[src/rtl/rs_pipe_front.sv]
module rs_pipe_front #(
  parameter int NST   = 3,
  parameter int DEPTH = 4,
  parameter int W     = 16,
  parameter bit OPB   = 1'b1,
  parameter bit RSB   = 1'b1
) (
  input  logic             clk,
  input  logic             rst_n,
  input  logic [NST-1:0]   op_valid,
  output logic [NST-1:0]   op_ready,
  input  logic [NST*W-1:0] op_a,
  input  logic [NST*W-1:0] op_b,
  output logic [NST-1:0]   res_valid,
  output logic [NST*W-1:0] res_data,
  input  logic [NST-1:0]   res_ack
);
  localparam int TW = (NST > 1) ? $clog2(NST) : 1;

  typedef enum logic [1:0] {S_IDLE, S_HELD, S_FLY, S_DONE} st_t;

  st_t            st   [NST];
  logic [W-1:0]   ra   [NST];
  logic [W-1:0]   rb   [NST];
  logic [W-1:0]   rd   [NST];
  logic [NST-1:0] req, gnt, fly_vec;
  logic [TW-1:0]  gidx, ptr;
  logic           hit_any;
  logic [W-1:0]   ia, ib;

  logic [DEPTH-1:0] pv;
  logic [TW-1:0]    pt [DEPTH];
  logic [W-1:0]     pd [DEPTH];

  wire            ev = pv[DEPTH-1];
  wire [TW-1:0]   et = pt[DEPTH-1];
  wire [W-1:0]    ed = pd[DEPTH-1];
  wire            any_gnt = |gnt;

  always_comb begin
    for (int i = 0; i < NST; i++)
      req[i] = (st[i] == S_HELD) || (OPB && st[i] == S_IDLE && op_valid[i]);
  end

  always_comb begin
    gnt = '0;
    gidx = '0;
    hit_any = 1'b0;
    for (int k = 1; k <= NST; k++) begin
      int j;
      j = (int'(ptr) + k) % NST;
      if (!hit_any && req[j]) begin
        hit_any = 1'b1;
        gnt[j] = 1'b1;
        gidx = TW'(j);
      end
    end
  end

  assign ia = (st[gidx] == S_HELD) ? ra[gidx] : op_a[gidx*W +: W];
  assign ib = (st[gidx] == S_HELD) ? rb[gidx] : op_b[gidx*W +: W];

  always_ff @(posedge clk) begin
    if (!rst_n) begin
      ptr <= TW'(NST-1);
      pv  <= '0;
    end else begin
      if (any_gnt) ptr <= gidx;
      pv[0] <= any_gnt;
      for (int s = 1; s < DEPTH; s++) pv[s] <= pv[s-1];
    end
  end

  always_ff @(posedge clk) begin
    pt[0] <= gidx;
    pd[0] <= ia + ib;
    for (int s = 1; s < DEPTH; s++) begin
      pt[s] <= pt[s-1];
      pd[s] <= pd[s-1];
    end
  end

  for (genvar i = 0; i < NST; i++) begin : g_st
    wire hit = ev && (et == TW'(i));

    assign op_ready[i]          = (st[i] == S_IDLE);
    assign fly_vec[i]           = (st[i] == S_FLY);
    assign res_valid[i]         = (st[i] == S_DONE) || (RSB && st[i] == S_FLY && hit);
    assign res_data[i*W +: W]   = (st[i] == S_DONE) ? rd[i] : ed;

    always_ff @(posedge clk) begin
      if (!rst_n) begin
        st[i] <= S_IDLE;
      end else begin
        case (st[i])
          S_IDLE: if (op_valid[i]) st[i] <= gnt[i] ? S_FLY : S_HELD;
          S_HELD: if (gnt[i]) st[i] <= S_FLY;
          S_FLY:  if (hit) st[i] <= (RSB && res_ack[i]) ? S_IDLE : S_DONE;
          default: if (res_ack[i]) st[i] <= S_IDLE;
        endcase
      end
    end

    always_ff @(posedge clk) begin
      if (st[i] == S_IDLE && op_valid[i]) begin
        ra[i] <= op_a[i*W +: W];
        rb[i] <= op_b[i*W +: W];
      end
      if (st[i] == S_FLY && hit) rd[i] <= ed;
    end

    AST_RES_HOLD: assert property (@(posedge clk) disable iff (!rst_n)
      res_valid[i] && !res_ack[i] |=> res_valid[i] && $stable(res_data[i*W +: W]));
    AST_READY_EXCL: assert property (@(posedge clk) disable iff (!rst_n)
      res_valid[i] |-> !op_ready[i]);
  end

  AST_ONE_ISSUE: assert property (@(posedge clk) disable iff (!rst_n)
    $onehot0(gnt));
  AST_FLY_MATCH: assert property (@(posedge clk) disable iff (!rst_n)
    $countones(fly_vec) == $countones(pv));
  AST_EXIT_OWNER: assert property (@(posedge clk) disable iff (!rst_n)
    ev |-> fly_vec[et]);
endmodule

[config.mk]
export PLATFORM = sky130hd
export DESIGN_NAME = rs_pipe_front
export DESIGN_NICKNAME = d
export VERILOG_FILES = /design/src/rtl/rs_pipe_front.sv
export SDC_FILE = /design/constraint.sdc
export NUM_CORES = 1
export LEC_CHECK = 0
export ABC_AREA = 1
export CAP_MARGIN = 20
export CORE_ASPECT_RATIO = 0.7
export CORE_UTILIZATION = 57
export DETAILED_ROUTE_END_ITERATION = 6
export GPL_TIMING_DRIVEN = 0
export HOLD_SLACK_MARGIN = 0.05
export MAX_ROUTING_LAYER = met4
export PLACE_DENSITY = 0.9
export SLEW_MARGIN = 40
export SYNTH_ARGS = -nofsm -noshare
export SYNTH_HDL_FRONTEND = slang
export SYNTH_SLANG_ARGS = --single-unit
export TNS_END_PERCENT = 10
[constraint.sdc]
create_clock -name clk -period 8.3 [get_ports clk]
set_input_delay 1.66 -clock clk [delete_from_list [all_inputs] [get_ports clk]]
set_output_delay 1.66 -clock clk [all_outputs]
set_load 0.02 [all_outputs]
==> results of run 1 <==
Yosys cell counts, drive strengths merged, types with 2 or more instances:
master  number
ha          19
clkbuf       7
edfxtp     150
nand4        3
buf         34
mux2        16
o31ai        5
nor2        27
nand3       52
o21ai       47
nand2      314
o21bai       3
clkinv       2
nor3         3
or2          2
o211ai      32
xor2         9
inv         47
a21oi       84
dfxtp       78
xnor2        4
layer usage:
metal	up-vias	GRT usage [%]	wire, um
met1	3755	39.0	10400
li1	3608	-	-
met4	0	14.3	1120
met2	547	50.9	12600
met3	99	5.63	2730
met5	-	-	0
worst paths after layout:
path,slack [ns],from,end
setup / recovery,2.56,op_valid[2],pd[0][12]
hold / removal,0.32,pd[0][8],pd[1][8]
setup reg to reg,3.36,ptr[0],pd[0][12]
hold reg to reg,0.32,pd[0][8],pd[1][8]
metrics by stage:
step | hold slack (ns) | util (%) | instances | instance area (sq um) | setup slack (ns)
after global routing | 0.320 | 75.2 | 1366 | 12500 | 2.14
after floorplan | 0.310 | - | 942 | 9820 | 3.40
after detailed placement | 0.312 | 70.8 | 1328 | 11800 | 2.21
after CTS | 0.319 | 75.2 | 1366 | 12500 | 2.69
final | 0.322 | 75.2 | 1366 | 12500 | 2.56
after global placement | 0.310 | 70.4 | 1324 | 11700 | 2.30
final cells by class:
type / count / area (sq um)
Tap cell: 225 / 282
Inverter: 49 / 184
Buffer: 41 / 273
Multi-Input combinational cell: 624 / 3300
Fill cell: 1012 / 4120
Clock buffer: 33 / 686
Clock inverter: 5 / 32.5
Timing Repair Buffer: 161 / 1640
Sequential cell: 228 / 6070
critical path, cell delays in order:
cell	delay (ns)
clkdlybuf4s50_1	0.47
o21ai_2	0.22
nor2_1	0.08
nor2_2	0.15
inv_1	0.06
nand2_1	0.12
nand4_1	0.17
nand2_1	0.15
nand2_1	0.08
nand2_2	0.09
nand2_2	0.06
nand2_2	0.10
clkbuf_1	0.44
o21ai_1	0.28
fa_1	0.52
nand3_1	0.10
nand2_1	0.08
nand2_1	0.07
nand2_1	0.07
a21oi_1	0.25
o21ai_0	0.20
nand2_1	0.10
nand2_1	0.05
a21oi_1	0.20
o21ai_0	0.16
xor2_1	0.17
flip-flops by register name, summed over array words and instances (netlist names):
signal,cells
ra,48
rb,48
pd,64
st,6
pv,4
ptr,2
rd,48
pt,8
logic make-up after synthesis:
logic type / share of synthesized area, %
adder cells (fa/ha/maj): 2.62
AO/OA/AOI/OAI: 11.4
multiplexers: 1.83
AND/OR/NAND/NOR: 16.6
buffers and inverters: 4.65
XOR/XNOR: 1.16
flip-flops: 61.8
==> metrics.csv, run 1 <==
metric;value;unit
status;finished, final reports clean;
Max Clock Freq;174;MHz
# hold bufs at CTS;0;
Main synth FF type;edfxtp_1;
Sink Count;228;
full die area;0.0178;sq mm
Hold Crit Class;flop to flop;
synthesized area per cell;10.4;sq um
min Tclk post-route;5.74;ns
maximum number of pins on one net before global-route repair;34;
Slew Limit Headroom;44.8;%
clk root buf;clkbuf_16;
sequential area share after synthesis;61.8;%
Post-DRT Antenna Nets;0;
antenna violations before repair;0;
die width;159;um
share of layout cells above drive strength 1;11.7;%
post-synth top area share;45.9;%
ant diodes;0;
CP arrival;6.11;ns
synthesized area;0.00982;sq mm
initial DRC count;968;
Max-cap violations;0;
Synth warnings;0;
setup TNS;0;ns
Crit Path Class;primary input to flop;
# rows;39;
residual DRC count;0;
Initial Utilization;59.2;%
Yosys reg bits;228;
Async SR Flop Fraction;0;%
Syn Nets;1066;
Clock Skews;0.0146;ns
post-cts sizing count;0;
Clock Latency Late Sink;0.51;ns
Via density;5.86;
hpwl dp;18700;um
commonest non-fill, non-tap cell in the layout;nand2_1;
WL final;26800;um
Critical Path RT;8.67;ns
CTS Buf Count;21;
commonest non-fill, non-tap cells in the layout;nand2_1 (305), clkdlybuf4s50_1 (157), edfxtp_1 (150), a21oi_1 (82), dfxtp_1 (78);
IO Pins;158;
port bufs;157;
Worst Tran Pin Value;0.827;ns
vias in the first global route;8062;
Setup-failing EPs final;0;
Synth-to-Final Area Change;26.9;%
grt total ovfl;0;
Min-Delay Path Depth;0;
CTS tree;yes;
setup bufs post-CTS;0;
GRT Resource Usage Total;31.5;%
CTS H-tree lvls;1;
Tcrit/Tclk final;69.2;%
routed vias;8009;
Final nets;1250;
wire length of the first global-routing pass;42000;um
RePlAce Congestion;0.914;
top cells by area, synth;edfxtp_1 (46%), dfxtp_1 (16%), nand2_1 (12%);
synth unique cells;38;
fin. max-slew vios;0;
Post-synth EDFFs;150;
core area;0.0166;sq mm
area leader, netlist;edfxtp_1;
clock slew at reported path FFs;0.07;ns
cells after synthesis;942;
CP Max Fanout;10;
Hold Fails Final Rpt;0;
clock buffer depth;3;
Setup crit start kind;primary input;
Crit. End Element;flop;
Initial DRT Pass Iterations;7;
Die Height;112;um
WL per Instance;19.6;um
RSZ-0062 raised after global routing;false;
Reg2Reg Depth;27;
Power of run 1 is not shown: default switching activity piles up to over one toggle a cycle in this logic, so the estimate is an artifact.
==> run 2: changes to the inputs <==
- CORE_UTILIZATION: 57 -> 48
- PLACE_DENSITY: 0.9 -> 0.82
- clock period: 8.3 -> 4.9 ns (I/O delays scaled with it)
==> metrics.csv, run 2 (same netlist as run 1, synthesis figures left out) <==
metric;value;unit;change
share of layout cells above drive strength 1;13.1;%;+1.4 points
fin util;63.4;%;-12 points
FF+latch area;0.00607;sq mm;unchanged
# rows;43;;+10%
Synth-to-Final Area Change;28.5;%;
die width;173;um;+8.9%
cell mode on critical path;nand2_2;;
port bufs;157;;unchanged
Post-DRT Antenna Nets;0;;unchanged
WL per Instance;17.9;um;-9.1%
Slowest Stage Delay on Critical Path;0.48;ns;-0.04 ns
CTS Buf Count;22;;+4.8%
Critical Path RT;5.30;ns;-3.37 ns
Cells after DPL;1374;;+3.5%
hpwl dp;17600;um;-6.0%
post-route cell area;0.0126;sq mm;+1.2%
Most flops, register;pd;;
Setup-failing EPs final;0;;unchanged
CP Max Fanout;10;;unchanged
routed vias;7637;;-4.6%
commonest non-fill, non-tap cell in the layout;nand2_1;;
Buf+Inv Stages, Crit Path;5;;+2
Sink Count;228;;unchanged
Worst Tran Pin Value;0.685;ns;-0.142 ns
GRT Resource Usage Total;24.5;%;-7.0 points
CTS H-tree lvls;1;;unchanged
maximum number of pins on one net before global-route repair;25;;-26%
max reg flops;64;;unchanged
cell family with most CP delay;compound AO/OA/AOI/OAI gates;;
Clock Skews;0.0247;ns;+0.0101 ns
Via density;5.37;;-8.5%
antenna violations before repair;1;;+1
RePlAce Congestion;0.883;;-3.3%
Setup crit start kind;primary input;;
grt total ovfl;0;;unchanged
final cell count without fillers;1423;;+4.2%
Max Clock Freq;212;MHz;
Initial DRT Pass Iterations;7;;unchanged
Initial Utilization;49.3;%;-9.9 points
WL final;25400;um;-5.3%
fin. max-slew vios;0;;unchanged
CP arrival;5.12;ns;-0.99 ns
area taken by multi-input logic gates;0.00335;sq mm;+1.4%
commonest non-fill, non-tap cells in the layout;nand2_1 (305), clkdlybuf4s50_1 (157), edfxtp_1 (150), dfxtp_1 (78), a21oi_1 (77);;
Hold Fails Final Rpt;0;;unchanged
CP max-delay cell;clkdlybuf4s50_1;;
residual DRC count;0;;unchanged
Max-cap violations;0;;unchanged
wire length of the first global-routing pass;39200;um;-6.7%
status;finished, final reports clean;;
Tcrit/Tclk final;96.3;%;
core area;0.0199;sq mm;+20%
CTS tree;yes;;
clock slew at reported path FFs;0.07;ns;about the same
Slew Limit Headroom;54.3;%;+9.5 points
Min Hold Slack;0.300;ns;-0.0212 ns
Final nets;1260;;+0.80%
IO Pins;158;;unchanged
full die area;0.0210;sq mm;+18%
FILL cells;1537;;+52%
Clock Latency Late Sink;0.52;ns;about the same
initial DRC count;776;;-20%
min Tclk post-route;4.72;ns;
Die Height;122;um;+8.8%
clk root buf;clkbuf_16;;
vias in the first global route;7308;;-9.4%
clock buffer depth;3;;unchanged
Crit Path Class;primary input to flop;;
# hold bufs at CTS;0;;unchanged
Hold Crit Class;flop to flop;;
Crit. End Element;flop;;
Area after DPL;0.0118;sq mm;+0.63%
[run 2: path summary, 6_finish.rpt]
check / startpoint / to / slack (ns) / depth (start not counted)
max reg2reg: ptr[0] / pd[0][13] / 0.34 / 25
max: op_valid[2] / pd[0][13] / 0.18 / 26
min: pd[0][1] / pd[1][1] / 0.30 / 0
min reg2reg: pd[0][1] / pd[1][1] / 0.30 / 0
[run 2: cell type report]
type / instances / share of cell area (%)
Inverter: 49 / 1.46
Multi-Input combinational cell: 625 / 26.5
Tap cell: 270 / 2.68
Sequential cell: 228 / 48.1
Timing Repair Buffer: 169 / 13.6
Buffer: 41 / 2.25
Antenna cell: 1 / 0.0198
Clock buffer: 29 / 4.74
Clock inverter: 11 / 0.704
[run 2: through the flow]
step	TNS [ns]	setup slack, ns
after global placement	-1.41	-0.407
after detailed placement	-1.94	-0.461
final	0	0.181
after global routing	-0.105	-0.0571
after floorplan	0	0.680
after CTS	0	0.0532
[run 2: layer usage]
metal	up-vias	share of wire (%)	GRT usage (%)
li1	3636	-	-
met1	3529	44	33.9
met2	421	44	37.4
met3	51	9.6	4.56
met4	0	2.1	5.86
met5	-	0	-
[run 2: repair_timing]
action / 4_1_cts / 5_1_grt
buffers inserted: 0 / 7
setup endpoints to repair: 0 / 6
gates resized for setup: 0 / 18
Power of run 2 is left out for the same reason.
